<file path="src/rtl/mrs_pkg.sv">
package mrs_pkg;
  typedef enum logic [2:0] {
    ST_CMD  = 3'd0,
    ST_ADDR = 3'd1,
    ST_DATA = 3'd2,
    ST_CRC  = 3'd3,
    ST_ONES = 3'd4
  } state_t;

  localparam int REQ_AW = 16;
  localparam int CRC_W  = 16;
endpackage

</file>
<file path="src/rtl/mrs_mem.sv">
module mrs_mem #(
  parameter int AW = 7,
  parameter int DW = 8
) (
  input  logic          clk,
  input  logic          we,
  input  logic [AW-1:0] waddr,
  input  logic [DW-1:0] wdata,
  input  logic [AW-1:0] raddr,
  output logic [DW-1:0] q
);
  localparam int DEPTH = 1 << AW;

  logic [DW-1:0] arr [DEPTH];

  always_ff @(posedge clk) begin
    if (we) arr[waddr] <= wdata;
    q <= arr[raddr];
  end
endmodule

</file>
<file path="src/rtl/mrs_crc16.sv">
module mrs_crc16 #(
  parameter int          W      = 16,
  parameter logic [15:0] POLY_R = 16'hA001
) (
  input  logic         clk,
  input  logic         rst_n,
  input  logic         clr,
  input  logic         en,
  input  logic         din,
  input  logic         shr,
  output logic [W-1:0] crc
);
  logic         fb;
  logic [W-1:0] nxt;

  always_comb begin
    fb  = crc[0] ^ din;
    nxt = {1'b0, crc[W-1:1]};
    if (fb) nxt = nxt ^ POLY_R[W-1:0];
  end

  always_ff @(posedge clk or negedge rst_n) begin
    if (!rst_n)   crc <= '0;
    else if (clr) crc <= '0;
    else if (en)  crc <= nxt;
    else if (shr) crc <= {1'b1, crc[W-1:1]};
  end
endmodule

</file>
<file path="src/rtl/mem_read_seq.sv">
module mem_read_seq #(
  parameter int          AW     = 7,
  parameter int          DW     = 8,
  parameter logic [7:0]  CMD_RD = 8'hF0
) (
  input  logic          clk,
  input  logic          rst_n,
  input  logic          bus_rst,
  input  logic          wr_stb,
  input  logic          wr_bit,
  input  logic          rd_stb,
  output logic          rd_vld,
  output logic          rd_bit,
  input  logic          pl_we,
  input  logic [AW-1:0] pl_addr,
  input  logic [DW-1:0] pl_data
);
  import mrs_pkg::*;

  localparam int CW = $clog2(REQ_AW);
  localparam int BW = $clog2(DW);

  state_t              state;
  logic [CW-1:0]       cnt;
  logic [DW-1:0]       csh;
  logic [REQ_AW-1:0]   ash;
  logic [AW-1:0]       byte_addr;
  logic [DW-1:0]       mem_q;
  logic [CRC_W-1:0]    crc;

  logic [DW-1:0]       cmd_nx;
  logic [REQ_AW-1:0]   addr_nx;
  logic                byte_end;
  logic                addr_end;
  logic                last_byte;
  logic                data_bit;
  logic                crc_en;
  logic                crc_din;
  logic                crc_shr;
  logic                bit_nx;

  mrs_mem #(.AW(AW), .DW(DW)) u_mem (
    .clk   (clk),
    .we    (pl_we),
    .waddr (pl_addr),
    .wdata (pl_data),
    .raddr (byte_addr),
    .q     (mem_q)
  );

  mrs_crc16 #(.W(CRC_W)) u_crc (
    .clk   (clk),
    .rst_n (rst_n),
    .clr   (bus_rst),
    .en    (crc_en),
    .din   (crc_din),
    .shr   (crc_shr),
    .crc   (crc)
  );

  always_comb begin
    cmd_nx    = {wr_bit, csh[DW-1:1]};
    addr_nx   = {wr_bit, ash[REQ_AW-1:1]};
    byte_end  = (cnt == CW'(DW - 1));
    addr_end  = (cnt == CW'(REQ_AW - 1));
    last_byte = (byte_addr == {AW{1'b1}});
    data_bit  = mem_q[cnt[BW-1:0]];
    crc_din   = (state == ST_DATA) ? data_bit : wr_bit;
    crc_en    = !bus_rst &&
                ((wr_stb && (state == ST_CMD || state == ST_ADDR)) ||
                 (rd_stb && state == ST_DATA));
    crc_shr   = !bus_rst && rd_stb && (state == ST_CRC);
    case (state)
      ST_DATA: bit_nx = data_bit;
      ST_CRC:  bit_nx = crc[0];
      default: bit_nx = 1'b1;
    endcase
  end

  always_ff @(posedge clk or negedge rst_n) begin
    if (!rst_n) begin
      rd_vld <= 1'b0;
      rd_bit <= 1'b1;
    end else begin
      rd_vld <= rd_stb;
      rd_bit <= bus_rst ? 1'b1 : bit_nx;
    end
  end

  always_ff @(posedge clk or negedge rst_n) begin
    if (!rst_n) begin
      state     <= ST_CMD;
      cnt       <= '0;
      csh       <= '0;
      ash       <= '0;
      byte_addr <= '0;
    end else if (bus_rst) begin
      state     <= ST_CMD;
      cnt       <= '0;
      csh       <= '0;
      ash       <= '0;
      byte_addr <= '0;
    end else begin
      case (state)
        ST_CMD: if (wr_stb) begin
          csh <= cmd_nx;
          cnt <= cnt + 1'b1;
          if (byte_end) begin
            cnt   <= '0;
            state <= (cmd_nx == CMD_RD) ? ST_ADDR : ST_ONES;
          end
        end
        ST_ADDR: if (wr_stb) begin
          ash <= addr_nx;
          cnt <= cnt + 1'b1;
          if (addr_end) begin
            cnt       <= '0;
            byte_addr <= addr_nx[AW-1:0];
            state     <= (addr_nx[REQ_AW-1:AW] == '0) ? ST_DATA : ST_ONES;
          end
        end
        ST_DATA: if (rd_stb) begin
          cnt <= cnt + 1'b1;
          if (byte_end) begin
            cnt <= '0;
            if (last_byte) state <= ST_CRC;
            else           byte_addr <= byte_addr + 1'b1;
          end
        end
        ST_CRC: if (rd_stb) begin
          cnt <= cnt + 1'b1;
          if (cnt == CW'(CRC_W - 1)) begin
            cnt   <= '0;
            state <= ST_ONES;
          end
        end
        default: state <= ST_ONES;
      endcase
    end
  end
endmodule

</file>
<file path="config.mk">
export PLATFORM = sky130hd
export DESIGN_NAME = mem_read_seq
export DESIGN_NICKNAME = d
export VERILOG_FILES = /design/src/rtl/mrs_pkg.sv /design/src/rtl/mrs_mem.sv /design/src/rtl/mrs_crc16.sv /design/src/rtl/mem_read_seq.sv
export SDC_FILE = /design/constraint.sdc
export NUM_CORES = 1
export LEC_CHECK = 0
export BUFFER_PORTS_ARGS = -buffer_cell sky130_fd_sc_hd__clkbuf_2
export CAP_MARGIN = 15
export CORE_MARGIN = 10
export CORE_UTILIZATION = 50
export DETAILED_ROUTE_END_ITERATION = 7
export PLACE_DENSITY = 0.67
export SETUP_SLACK_MARGIN = 0.5
export SYNTH_ARGS = -nofsm -noshare
export SYNTH_HDL_FRONTEND = slang
export SYNTH_SLANG_ARGS = --single-unit
export TNS_END_PERCENT = 20
</file>
<file path="constraint.sdc">
create_clock -name clk -period 2.95 [get_ports clk]
set_input_delay 0.885 -clock clk [delete_from_list [all_inputs] [get_ports clk]]
set_output_delay 0.885 -clock clk [all_outputs]
set_load 0.005 [all_outputs]
</file>
---- After elaboration in Yosys (flattened, before gate mapping) ----
Memory sizes are Yosys's and may differ from the RTL's. A register that Yosys moved wholly into a read port is not among the register bits.
Cells that the tools add are included.
word-level totals
  register bits ........................... 56
  latch bits .............................. 0
  memory bits (writable) .................. 1024
  ROM bits ................................ 0
  input port bits ......................... 22
  memories kept ........................... 1
memories
  name       depth  bits a word  rd ports  clocked after Yosys merged registers in  write ports  line           RTL
  u_mem.arr  128    8            1         1                                        1            mrs_mem.sv:14  logic [DW-1:0] arr [DEPTH];
operators by class
  $add $sub $neg .......................... 2
  multiply operators ...................... 0
  div/mod/pow operators ................... 0
  magnitude comparators ................... 1
  eq/ne operators ......................... 17
  shifts and indexed selects .............. 0
  muxes and demuxes ....................... 45
  bitwise operators ....................... 2
  reductions and logical operators ........ 21
operator list
  cell                                                 count
  2-to-1 mux 16 bit                                    7
  2-to-1 mux 7 bit                                     6
  2-to-1 mux 3 bit                                     12
  != test 3 bit, second input constant                 10
  2-to-1 mux 4 bit                                     7
  2-to-1 mux 8 bit                                     3
  case mux 4 bit (4 select lines)                      1
  case mux 7 bit (2 select lines)                      1
  case mux 3 bit (4 select lines)                      1
  zero test 9 bit                                      1
  AND reduction 9 bit                                  1
  equality test 8 bit, second input constant           1
  adder 7 x 1 -> 7 bit, second input constant          1
  equality test 7 bit, second input constant           1
  equality test 3 x 2 -> 1 bit, second input constant  2
  AND reduction 6 bit                                  1
  nonzero test 2 bit                                   3
  nonzero test 3 bit                                   2
  logical AND 1 bit                                    5
  2-to-1 mux 1 bit                                     5
  AND reduction 5 bit                                  1
  nonzero test 5 bit                                   1
  adder 4 x 1 -> 4 bit, second input constant          1
  equality test 4 x 3 -> 1 bit, second input constant  1
  11 further kinds                                     13

---- Depth between registers and ports, before layout ----
  depth in word-level cells ............... 7
  depth in mapped cells ................... 10
  depth with buffers taken out ............ 7

---- By module ----
Synthesis repeated with hierarchy kept, for this count alone.
second synthesis, totals
  cell total of the unflattened synthesis .. 1944
  area total of the unflattened synthesis .. 42628.4 um^2
modules (own cells, without submodules)
  module        instances  cells each  area each (um^2)  seq. area each (um^2)
  mrs_mem       1          1635        39665.5           30909.6
  mem_read_seq  1          234         2215.9            952.2
  mrs_crc16     1          75          747.0             400.4

---- Worst setup path after synthesis ----
OpenSTA, ideal clock, no wires.
  path type ............................... in2reg
  start ................................... in pl_we
  end ..................................... mem u_mem.arr[94][0], enable pin
  setup time .............................. 0.370 ns
  data arrival time ....................... 2.118 ns
  path slack .............................. 0.461 ns
  stages on the path ...................... 5
  buffers on the path ..................... 2
  path through ............................ clkbuf_1 -> nor2b_1 -> nand3_1 -> clkbuf_1 -> nor2_1
between the ends
  cells in the longest elaborated chain, start to end .. 2
ends and longest elaborated chain
  what                                    line                RTL
  start: declaration                      mem_read_seq.sv:14  input logic pl_we,
  2-to-1 mux 1 bit                        mrs_mem.sv:17       if (we) arr[waddr] <= wdata;
  2-to-1 mux 1 bit (not written as such)  mrs_mem.sv:17
  end: declaration                        mrs_mem.sv:14
No other way between the ends.

==> flow_summary_export.csv <==
group,metric,value,unit
clock_tree,cts.path.max_buffers,3,
timing,clock_skew,0.0208,ns
global_routing,globalRouteTotalUtil,0.212,
timing,hold_viol,0,
timing,layout_worst_path_cycle_share,0.901,
yosys,yosysMostFrequentCell,"edfxtp_1",
yosys,yosysTopAreaCell,"edfxtp_1",
power_and_ir_drop,p_per_area,605,nW/um^2
timing,drv_slew,0,
worst_setup_path,worst_setup_path_end_kind,"flop",
drt,drtPass1Iterations,6,
placement,gp_congestion,0.878,
worst_setup_path,cp_slowest_cell,"dfrtp_4",
clock_tree,root_buffer,"clkbuf_16",
worst_setup_path,worstPathCellList,"buf_12, buf_12, buf_4, mux4_2, nor2b_1, a211oi_1, buf_4, a211o_1, a21oi_1, a2bb2oi_1",
timing,finalSetupViolations,0,
clock_tree,cts_tree,"yes",
floorplan,rows,107,
final_layout,diodes,0,
worst_setup_path,cp_max_fo,6,
yosys,syn_avg_cell_area,19.6,sq um
global_routing,grt_pass1_vias,23300,
timing,min_period,2.66,ns
yosys,yosysWarnings,0,
yosys,ys_seq_area_frac,0.752,
final_layout,syn2layout_area_growth,17.4,%
drt,via_per_inst,6.11,
floorplan,die_h,313,um
worst_setup_path,path_buf_inv,4,
clock_tree,cts_buffers,108,
timing,worst_hold_slack,0.217,ns
worst_setup_path,max_stage_delay,0.51,ns
yosys,synth_cell_types,65,
clock_tree,path_clk_slew,0.06,ns
global_routing,globalRouteOverflowTotal,0,
timing,setup_tns,0,ns
timing,rsz0062_at_grt,"true",
floorplan,start_util,0.504,
final_layout,fin_area,50400,sq um
run_status,status,"finished, final reports clean",
worst_setup_path,crit_family,"compound AO/OA/AOI/OAI gates",
worst_setup_path,worstRegToRegCells,10,
global_routing,grt_max_degree,129,
worst_setup_path,r2r_setup_slack,0.29,ns
yosys,yosysTopAreaCellShare,0.717,
worst_hold_path,hp-class,"primary input to asynchronous set/reset pin",
power_and_ir_drop,swShare,0.199,
yosys,postSynth.asyncResetShare,0.0497,
yosys,synth_edf_count,1024,
drt,drc_errors,0,
power_and_ir_drop,leakage,0.0159,uW
floorplan,ios,24,
drt,drtIter0Drc,2688,
drt,vias,22800,
global_routing,grt_pass1_wl,156,mm
clock_tree,clock_sinks,1086,
yosys,ys_ff_latch,1086,
worst_setup_path,critical_path_required,3.54,ns
worst_setup_path,r2r-end,"u_mem.q[2]",
worst_setup_path,regToRegStartpoint,"byte_addr[0]",
floorplan,coreArea,85100,sq um
drt,wire_per_inst,27.9,um
final_layout,drive_gt1_frac,0.308,
power_and_ir_drop,power.share.clock,0.426,
final_layout,nets,2532,
power_and_ir_drop,seqPwrFrac,0.557,
placement,dp_hpwl,64.9,mm
power_and_ir_drop,power.total,30500,uW
placement,portBuffers,23,
floorplan,die_area,97900,sq um
timing,slew_headroom,0.386,
power_and_ir_drop,combPwrFrac,0.017,
worst_setup_path,startpoint,"byte_addr[0]",
worst_setup_path,start_kind,"flop",
yosys,synth_ff_type,"edfxtp_1",
timing,worst_pin_slew,0.922,ns
yosys,synthesis.nets,2215,
worst_setup_path,endpoint,"u_mem.q[2]",
yosys,synth_area_leaders,"edfxtp_1 72%, mux4_2 13%, dfrtp_1 3.1%",
floorplan,die_width,313,um
worst_setup_path,arrival,3.25,ns
clock_tree,clock_latency,0.68,ns
worst_setup_path,worstSetupPathType,"flop to flop",
power_and_ir_drop,internal_power,24400,uW
drt,antenna_left,0,
yosys,synth_cells,2191,
final_layout,final_core_util,0.592,
yosys,synth_commonest_cells,"1024 x edfxtp_1, 253 x mux4_2, 158 x nor2_1, 118 x nand2_1, 75 x mux2i_1",
timing,fmax,0.376,GHz
final_layout,fill_cells,6093,
yosys,syn-cell-area,42900,sq um
clock_tree,htreeDepth,3,
global_routing,antenna_found_initial,5,
worst_setup_path,cp.depth,10,
drt,routed_wirelength,104,mm
power_and_ir_drop,ir_drop,0.000432,V
power_and_ir_drop,power.switching,6060,uW
job,drv_cap,0,
placement,placed_cell_area,46200,sq um
==> how the worst min path moves through the flow <==
| stage | start | end | slack, ns | cells past startpoint |
|---|---|---|---|---|
| after global placement | u_crc.crc[10] | u_crc.crc[9] | 0.51 | 2 |
| after global routing | rst_n | ash[7] | 0.23 | 1 |
| final | rst_n | ash[5] | 0.22 | 1 |
| after CTS | rst_n | ash[7] | 0.18 | 1 |
| after floorplan | csh[1] | csh[1] | 0.49 | 2 |
| after detailed placement | u_crc.crc[7] | u_crc.crc[7] | 0.52 | 2 |
==> sequential cells by signal (all words and copies together), names as in the netlist, 3 cells and up <==
| signal | flops |
|---|---|
| ash | 15 |
| byte_addr | 7 |
| cnt | 4 |
| csh | 7 |
| state | 3 |
| u_crc.crc | 16 |
| u_mem.arr | 1024 |
| u_mem.q | 8 |
==> metal layers <==
metal | GRT usage | wire (um)
met5 | 0 | 51
met4 | 0.0664 | 2740
met3 | 0.0408 | 8460
met2 | 0.343 | 51400
met1 | 0.291 | 41700
==> cell type report <==
| type | instances | area, sq um | share of cell area |
|---|---|---|---|
| Sequential cell | 1086 | 32300 | 0.641 |
| Multi-Input combinational cell | 973 | 10100 | 0.201 |
| Timing Repair Buffer | 334 | 3160 | 0.0627 |
| Clock buffer | 138 | 2900 | 0.0575 |
| Tap cell | 1144 | 1430 | 0.0284 |
| Clock inverter | 56 | 438 | 0.00869 |
| Inverter | 5 | 18.8 | 0.000373 |
==> through the flow <==
stage	setup slack (ns)	cells
after detailed placement	0.0806	3500
final	0.292	3736
after global routing	0.222	3736
after CTS	0.341	3720
after floorplan	0.461	2191
after global placement	0.0622	3500
==> worst register-to-register path, stage by stage (launching register included) <==
cell	delay [ns]
dfrtp_4	0.51
buf_12	0.15
buf_12	0.13
buf_4	0.17
mux4_2	0.32
nor2b_1	0.17
a211oi_1	0.08
buf_4	0.16
a211o_1	0.26
a21oi_1	0.44
a2bb2oi_1	0.21
==> cells by family after synthesis <==
family                     share of synthesized area
AOI/OAI and AO/OA                             0.0300
xor gates and xnor gates                    0.000817
adders and majority gates                   0.000583
buffers and inverters                         0.0159
DFF                                            0.752
muxes                                          0.158
and+or+nand+nor                               0.0426
==> layout by cell type (no fill, tap or decap), types with 5 or more instances in the layout <==
| cell type | instances |
|---|---|
| a22oi_1 | 8 |
| nand2_1 | 118 |
| nand3_1 | 27 |
| clkbuf_2 | 15 |
| mux4_2 | 253 |
| nand4_1 | 9 |
| mux2_2 | 21 |
| a211oi_1 | 26 |
| dfrtp_1 | 48 |
| o211ai_1 | 8 |
| buf_12 | 37 |
| nor2_1 | 158 |
| clkbuf_1 | 24 |
| dfxtp_1 | 8 |
| buf_16 | 7 |
| clkinv_1 | 16 |
| nor3_1 | 26 |
| a31oi_1 | 6 |
| mux2i_1 | 72 |
| nand2b_1 | 10 |
| a221oi_1 | 6 |
| buf_6 | 5 |
| clkbuf_16 | 112 |
| bufinv_16 | 5 |
| nor3b_1 | 6 |
| a21boi_0 | 5 |
| a211oi_2 | 6 |
| mux2_1 | 7 |
| nor2b_1 | 33 |
| o21ai_0 | 29 |
| clkinv_2 | 26 |
| buf_4 | 266 |
| a21oi_1 | 65 |
| edfxtp_1 | 1024 |
| o22ai_1 | 5 |
==> power by group through the flow <==
stage / logic (uW) / registers [uW] / clock network (uW)
2_1_floorplan: 129 / 17300 / 0
3_3_place_gp: 511 / 17300 / 0
3_5_place_dp: 538 / 17300 / 0
4_1_cts: 537 / 16900 / 13200
5_1_grt: 577 / 16900 / 13800
6_report: 533 / 16900 / 13000
==> timing repair <==
item | in CTS | in global routing
setup buffers | 22 | 14
pin swaps | 4 | 3
hold buffers | 0 | 0
gates resized for setup | 34 | 21
setup endpoints to repair | 11 | 17
cloned | 4 | 2
(Power assumes the default switching activity.)
